File: src/rtl/flit_pkg.sv
package flit_pkg;
  localparam int FLIT_W  = 39;
  localparam int DATA_W  = 32;
  localparam int CLS_W   = 3;
  localparam int MAX_LEN = 19;
  localparam int LEN_W   = $clog2(MAX_LEN + 1);
  localparam int CLS_LSB = DATA_W - CLS_W;   // class field top of data word
  localparam int VAR_BIT = CLS_LSB - 1;      // variant selector just below it

  typedef enum logic [CLS_W-1:0] {
    CLS_REQ     = 3'd0,
    CLS_FWD     = 3'd1,
    CLS_BLK_RSP = 3'd2,
    CLS_NB_RSP  = 3'd3,
    CLS_WR_IO   = 3'd4,
    CLS_RD_IO   = 3'd5,
    CLS_SPECIAL = 3'd6,
    CLS_BAD     = 3'd7
  } pkt_class_e;

  // Packet length for a class/variant pair; 0 marks an illegal code.
  function automatic logic [LEN_W-1:0] pkt_len(input pkt_class_e c, input logic v);
    case (c)
      CLS_REQ, CLS_FWD, CLS_RD_IO: pkt_len = LEN_W'(3);
      CLS_WR_IO:                   pkt_len = LEN_W'(19);
      CLS_BLK_RSP:                 pkt_len = v ? LEN_W'(19) : LEN_W'(18);
      CLS_NB_RSP:                  pkt_len = v ? LEN_W'(3)  : LEN_W'(2);
      CLS_SPECIAL:                 pkt_len = v ? LEN_W'(3)  : LEN_W'(1);
      default:                     pkt_len = '0;
    endcase
  endfunction
endpackage

File: src/rtl/flit_class_decode.sv
module flit_class_decode
  import flit_pkg::*;
#(
  parameter int W = FLIT_W
) (
  input  logic [W-1:0]     flit,
  output pkt_class_e       cls,
  output logic [LEN_W-1:0] len,
  output logic             legal
);
  logic var_sel;

  always_comb begin
    cls     = pkt_class_e'(flit[CLS_LSB +: CLS_W]);
    var_sel = flit[VAR_BIT];
    len     = pkt_len(cls, var_sel);
    legal   = (len != '0);
  end
endmodule

File: src/rtl/flit_frame_ctrl.sv
module flit_frame_ctrl
  import flit_pkg::*;
(
  input  logic             clk,
  input  logic             rst,
  input  logic             accept,
  input  pkt_class_e       hdr_cls,
  input  logic [LEN_W-1:0] hdr_len,
  input  logic             hdr_legal,
  output logic             fwd,
  output logic             bad,
  output logic             head,
  output logic             last,
  output logic [LEN_W-1:0] index,
  output pkt_class_e       cls
);
  logic             busy_q;
  logic [LEN_W-1:0] rem_q;
  logic [LEN_W-1:0] idx_q;
  pkt_class_e       cls_q;

  // Tags for the flit currently offered at the input.
  always_comb begin
    if (!busy_q) begin
      head  = 1'b1;
      index = '0;
      cls   = hdr_cls;
      last  = (hdr_len == LEN_W'(1));
      fwd   = hdr_legal;
      bad   = !hdr_legal;
    end else begin
      head  = 1'b0;
      index = idx_q + LEN_W'(1);
      cls   = cls_q;
      last  = (rem_q == LEN_W'(1));
      fwd   = 1'b1;
      bad   = 1'b0;
    end
  end

  always_ff @(posedge clk) begin
    if (rst) begin
      busy_q <= 1'b0;
      rem_q  <= '0;
      idx_q  <= '0;
      cls_q  <= CLS_REQ;
    end else if (accept) begin
      if (!busy_q) begin
        if (hdr_legal) begin
          rem_q  <= hdr_len - LEN_W'(1);
          busy_q <= (hdr_len != LEN_W'(1));
          idx_q  <= '0;
          cls_q  <= hdr_cls;
        end
      end else begin
        rem_q  <= rem_q - LEN_W'(1);
        busy_q <= (rem_q != LEN_W'(1));
        idx_q  <= index;
      end
    end
  end
endmodule

File: src/rtl/flit_out_stage.sv
module flit_out_stage
  import flit_pkg::*;
#(
  parameter int W = FLIT_W
) (
  input  logic             clk,
  input  logic             rst,
  input  logic             in_valid,
  output logic             in_ready,
  output logic             accept,
  input  logic [W-1:0]     nxt_flit,
  input  logic             nxt_fwd,
  input  logic             nxt_bad,
  input  logic             nxt_head,
  input  logic             nxt_last,
  input  logic [LEN_W-1:0] nxt_index,
  input  pkt_class_e       nxt_cls,
  output logic             out_valid,
  input  logic             out_ready,
  output logic [W-1:0]     out_flit,
  output pkt_class_e       out_cls,
  output logic             out_head,
  output logic             out_last,
  output logic [LEN_W-1:0] out_index,
  output logic             err
);
  always_comb begin
    in_ready = !out_valid || out_ready;
    accept   = in_valid && in_ready;
  end

  always_ff @(posedge clk) begin
    if (rst) begin
      out_valid <= 1'b0;
      err       <= 1'b0;
      out_flit  <= '0;
      out_cls   <= CLS_REQ;
      out_head  <= 1'b0;
      out_last  <= 1'b0;
      out_index <= '0;
    end else begin
      err <= accept && nxt_bad;
      if (accept && nxt_fwd) begin
        out_valid <= 1'b1;
        out_flit  <= nxt_flit;
        out_cls   <= nxt_cls;
        out_head  <= nxt_head;
        out_last  <= nxt_last;
        out_index <= nxt_index;
      end else if (out_ready) begin
        out_valid <= 1'b0;
      end
    end
  end
endmodule

File: src/rtl/flit_framer.sv
module flit_framer
  import flit_pkg::*;
#(
  parameter int W = FLIT_W
) (
  input  logic             clk,
  input  logic             rst,
  input  logic             in_valid,
  output logic             in_ready,
  input  logic [W-1:0]     in_flit,
  output logic             out_valid,
  input  logic             out_ready,
  output logic [W-1:0]     out_flit,
  output logic [CLS_W-1:0] out_class,
  output logic             out_head,
  output logic             out_last,
  output logic [LEN_W-1:0] out_index,
  output logic             err_bad_class
);
  pkt_class_e       dec_cls, nxt_cls, reg_cls;
  logic [LEN_W-1:0] dec_len, nxt_index;
  logic             dec_legal, accept;
  logic             nxt_fwd, nxt_bad, nxt_head, nxt_last;

  flit_class_decode #(.W(W)) dec_i (
    .flit(in_flit), .cls(dec_cls), .len(dec_len), .legal(dec_legal)
  );

  flit_frame_ctrl ctrl_i (
    .clk(clk), .rst(rst), .accept(accept),
    .hdr_cls(dec_cls), .hdr_len(dec_len), .hdr_legal(dec_legal),
    .fwd(nxt_fwd), .bad(nxt_bad), .head(nxt_head), .last(nxt_last),
    .index(nxt_index), .cls(nxt_cls)
  );

  flit_out_stage #(.W(W)) ostg_i (
    .clk(clk), .rst(rst), .in_valid(in_valid), .in_ready(in_ready),
    .accept(accept), .nxt_flit(in_flit), .nxt_fwd(nxt_fwd), .nxt_bad(nxt_bad),
    .nxt_head(nxt_head), .nxt_last(nxt_last), .nxt_index(nxt_index),
    .nxt_cls(nxt_cls), .out_valid(out_valid), .out_ready(out_ready),
    .out_flit(out_flit), .out_cls(reg_cls), .out_head(out_head),
    .out_last(out_last), .out_index(out_index), .err(err_bad_class)
  );

  assign out_class = reg_cls;
endmodule

File: config.mk
export PLATFORM = sky130hd
export DESIGN_NAME = flit_framer
export DESIGN_NICKNAME = d
export VERILOG_FILES = /design/src/rtl/flit_pkg.sv /design/src/rtl/flit_class_decode.sv /design/src/rtl/flit_frame_ctrl.sv /design/src/rtl/flit_out_stage.sv /design/src/rtl/flit_framer.sv
export SDC_FILE = /design/constraint.sdc
export NUM_CORES = 1
export LEC_CHECK = 0
export ABC_AREA = 1
export CORE_MARGIN = 2
export CORE_UTILIZATION = 44
export CTS_CLUSTER_SIZE = 16
export DETAILED_ROUTE_END_ITERATION = 6
export PLACE_DENSITY = 0.76
export SLEW_MARGIN = 15
export SYNTH_ARGS = -nofsm -noshare
export SYNTH_HDL_FRONTEND = slang
export SYNTH_HIERARCHICAL = 1
export SYNTH_SLANG_ARGS = --single-unit
File: constraint.sdc
create_clock -name clk -period 1.32 [get_ports clk]
set_input_delay 0.396 -clock clk [delete_from_list [all_inputs] [get_ports clk]]
set_output_delay 0.396 -clock clk [all_outputs]
set_load 0.05 [all_outputs]
==> results.cfg <==
[run]
maxCapViolCount = 0

[floorplan]
die_h_um = 94.5
rows = 32
core_sq_mm = 0.00785
dieArea_sq_mm = 0.00892
io_pins = 95
die_w_um = 94.5
initial_core_util = 0.459

[worst_setup_path]
cpMaxStageDelayCell = dfxtp_4
cp_cell_sequence = buf_6, buf_12
cp_num_buf_inv = 2
cp_max_fo = 2
worstPathArrival_ns = 0.95
path_delay_family = flip-flops
max_stage_delay_ns = 0.36
crit_path_start_kind = flip-flop
path_class = reg -> out
required_ns = 0.92
cp-end-kind = output pin

[cts]
numClockSinks = 65
tritoncts = built
cts.path.max_buffers = 2
clock_latency_ns = 0.34
root_buffer = clkbuf_8
numCtsBuffers = 9
path_clk_slew_ns = 0.06
htree_levels = 3

[final_layout]
nFillCells = 633
final_common_cell = inv_1
drive_gt1_frac = 0.207
nets = 739
area_growth_pct = 55.7
mostFrequentLayoutCells = 166 x inv_1, 125 x nand2_1, 62 x nor2_1
fin_area_sq_mm = 0.00561
fin_util = 0.714
antenna_cells = 0

[drt]
vias = 3783
dr.pass1.iters = 4
drc = 0
drt-wirelength-per-cell_um = 12.2
dr.first_iter.drc_count = 125
wirelength_mm = 9.77
vias_per_cell = 4.74
antenna_left = 0

[timing]
finalSetupTns_ns = -0.0414
fmax_ghz = 0.744
rsz0062_at_grt = true
min_period_ns = 1.34
clock_skew_ns = 0.00880
setup_slack_ns = -0.0238
report.final.slew_viol_count = 0
hold_violations = 0
setup_viol = 2
fin_crit_sh = 1.02

[yosys]
synth.avg_cell_area_sq_um = 6.19
synth.distinct_cells = 24
ys_ff_latch = 65
synth_warnings = 6
yosysSeqAreaShare = 0.361
synth.cell_area_sq_mm = 0.00360
netlist_instances = 582

[status]
outcome = finished with violations
violations = setup timing

[power]
irDropWorstVdd_v = 0.000673
leakage_nw = 3.00
powerDensity_mw_per_mm2 = 1100

[grt]
antenna_found_initial = 0
overflow = 0
grt_usage = 0.225
grt_max_degree = 52
grt_pass1_wl_mm = 15.9
grt_pass1_vias = 3728

[min_path]
hold_path_class = in -> reg

[place]
place_area_sq_mm = 0.00531
gp_congestion = 0.851
dp_hpwl_mm = 6.81
io_buffers = 94
[cell type report]
type / count / area [sq um] / share of cell area
timing repair buffer: 132 / 1790 / 0.319
inverter: 178 / 671 / 0.120
tap: 102 / 128 / 0.0228
sequential: 65 / 1310 / 0.234
clock inverter: 1 / 30.0 / 0.00536
clock buffer: 15 / 188 / 0.0335
multi-input combinational: 305 / 1490 / 0.266
[cells by family (layout without fill, tap and decap cells)]
group / count (synthesis) / in the layout / share of synthesized area
AO/OA/AOI/OAI: 32 / 32 / 0.0486
flip-flops: 65 / 65 / 0.361
AND/OR/NAND/NOR: 266 / 266 / 0.329
other: 1 / 2 / 0.00104
buffers and inverters: 213 / 326 / 0.243
adder cells (fa/ha/maj): 5 / 5 / 0.0174
[stage by stage]
| stage | power, mW | worst slack [ns] | std cells | hold WS, ns |
|---|---|---|---|---|
| finish | 6.18 | -0.0238 | 798 | 0.443 |
| global route | 6.49 | -0.0480 | 798 | 0.460 |
| CTS | 6.19 | -0.0318 | 797 | 0.448 |
| detailed placement | 4.33 | -0.706 | 778 | 0.438 |
| global placement | 4.28 | -0.634 | 778 | 0.438 |
| floorplan | 3.37 | 0.00896 | 583 | 0.425 |
[worst paths after layout]
kind	startpoint	end	slack, ns	cells past startpoint
hold reg to reg	ctrl_i/cls_q[0]	ctrl_i/cls_q[0]	0.45	2
setup / recovery	ostg_i/out_valid	out_valid	-0.02	2
setup reg to reg	ostg_i/out_valid	ctrl_i/cls_q[2]	0.08	9
hold / removal	in_flit[28]	ostg_i/out_flit[28]	0.44	5
[Yosys cell counts (all sizes together)]
cell	instances	area, sq um
dfxtp	65	1300
nand3	18	100
o21ai	16	80.1
clkbuf	3	11.3
buf	32	195
inv	177	664
clkinv	1	3.75
conb	1	3.75
nor2	64	245
a21oi	12	60.1
nor3	2	20.0
ha	5	62.6
o21bai	3	22.5
nand4	52	325
a211oi	1	12.5
nand2	130	493
[routing by layer]
layer	GRT usage	wire length, um	vias up	share of wire
met5	0	0	-	0
met4	0.112	241	0	0.025
met3	0.0495	569	20	0.058
met2	0.396	4940	104	0.51
met1	0.255	4020	1736	0.41
li1	-	-	1923	-
[worst register-to-register path: cells and delay by family (launching register included)]
family / cells / cell delay (ns)
simple gates: 4 / 0.32
buf+inv: 3 / 0.28
compound gates: 2 / 0.19
flops: 1 / 0.36
[what timing repair did]
action | in CTS | in global routing
pin swaps | 3 | 5
resized for setup | 16 | 29
setup buffers | 4 | 1
hold buffers | 0 | 0
endpoints found under the setup margin | 65 | 63
[registers in the layout, indices dropped and copies added (netlist names)]
name / count
ostg_i/out_valid: 1
ctrl_i/idx_q: 5
ostg_i/out_index: 5
ostg_i/out_last: 1
ostg_i/err: 1
ctrl_i/rem_q: 5
ostg_i/out_head: 1
ctrl_i/busy_q: 1
ctrl_i/cls_q: 3
ostg_i/out_cls: 3
ostg_i/out_flit: 39
[where the power goes]
group	total, mW	internal [mW]	switching (mW)
clock	1.85	1.09	0.760
sequential	2.30	2.13	0.165
combinational	2.03	0.934	1.09
total	6.18	4.16	2.02
(Power assumes the default switching activity.)
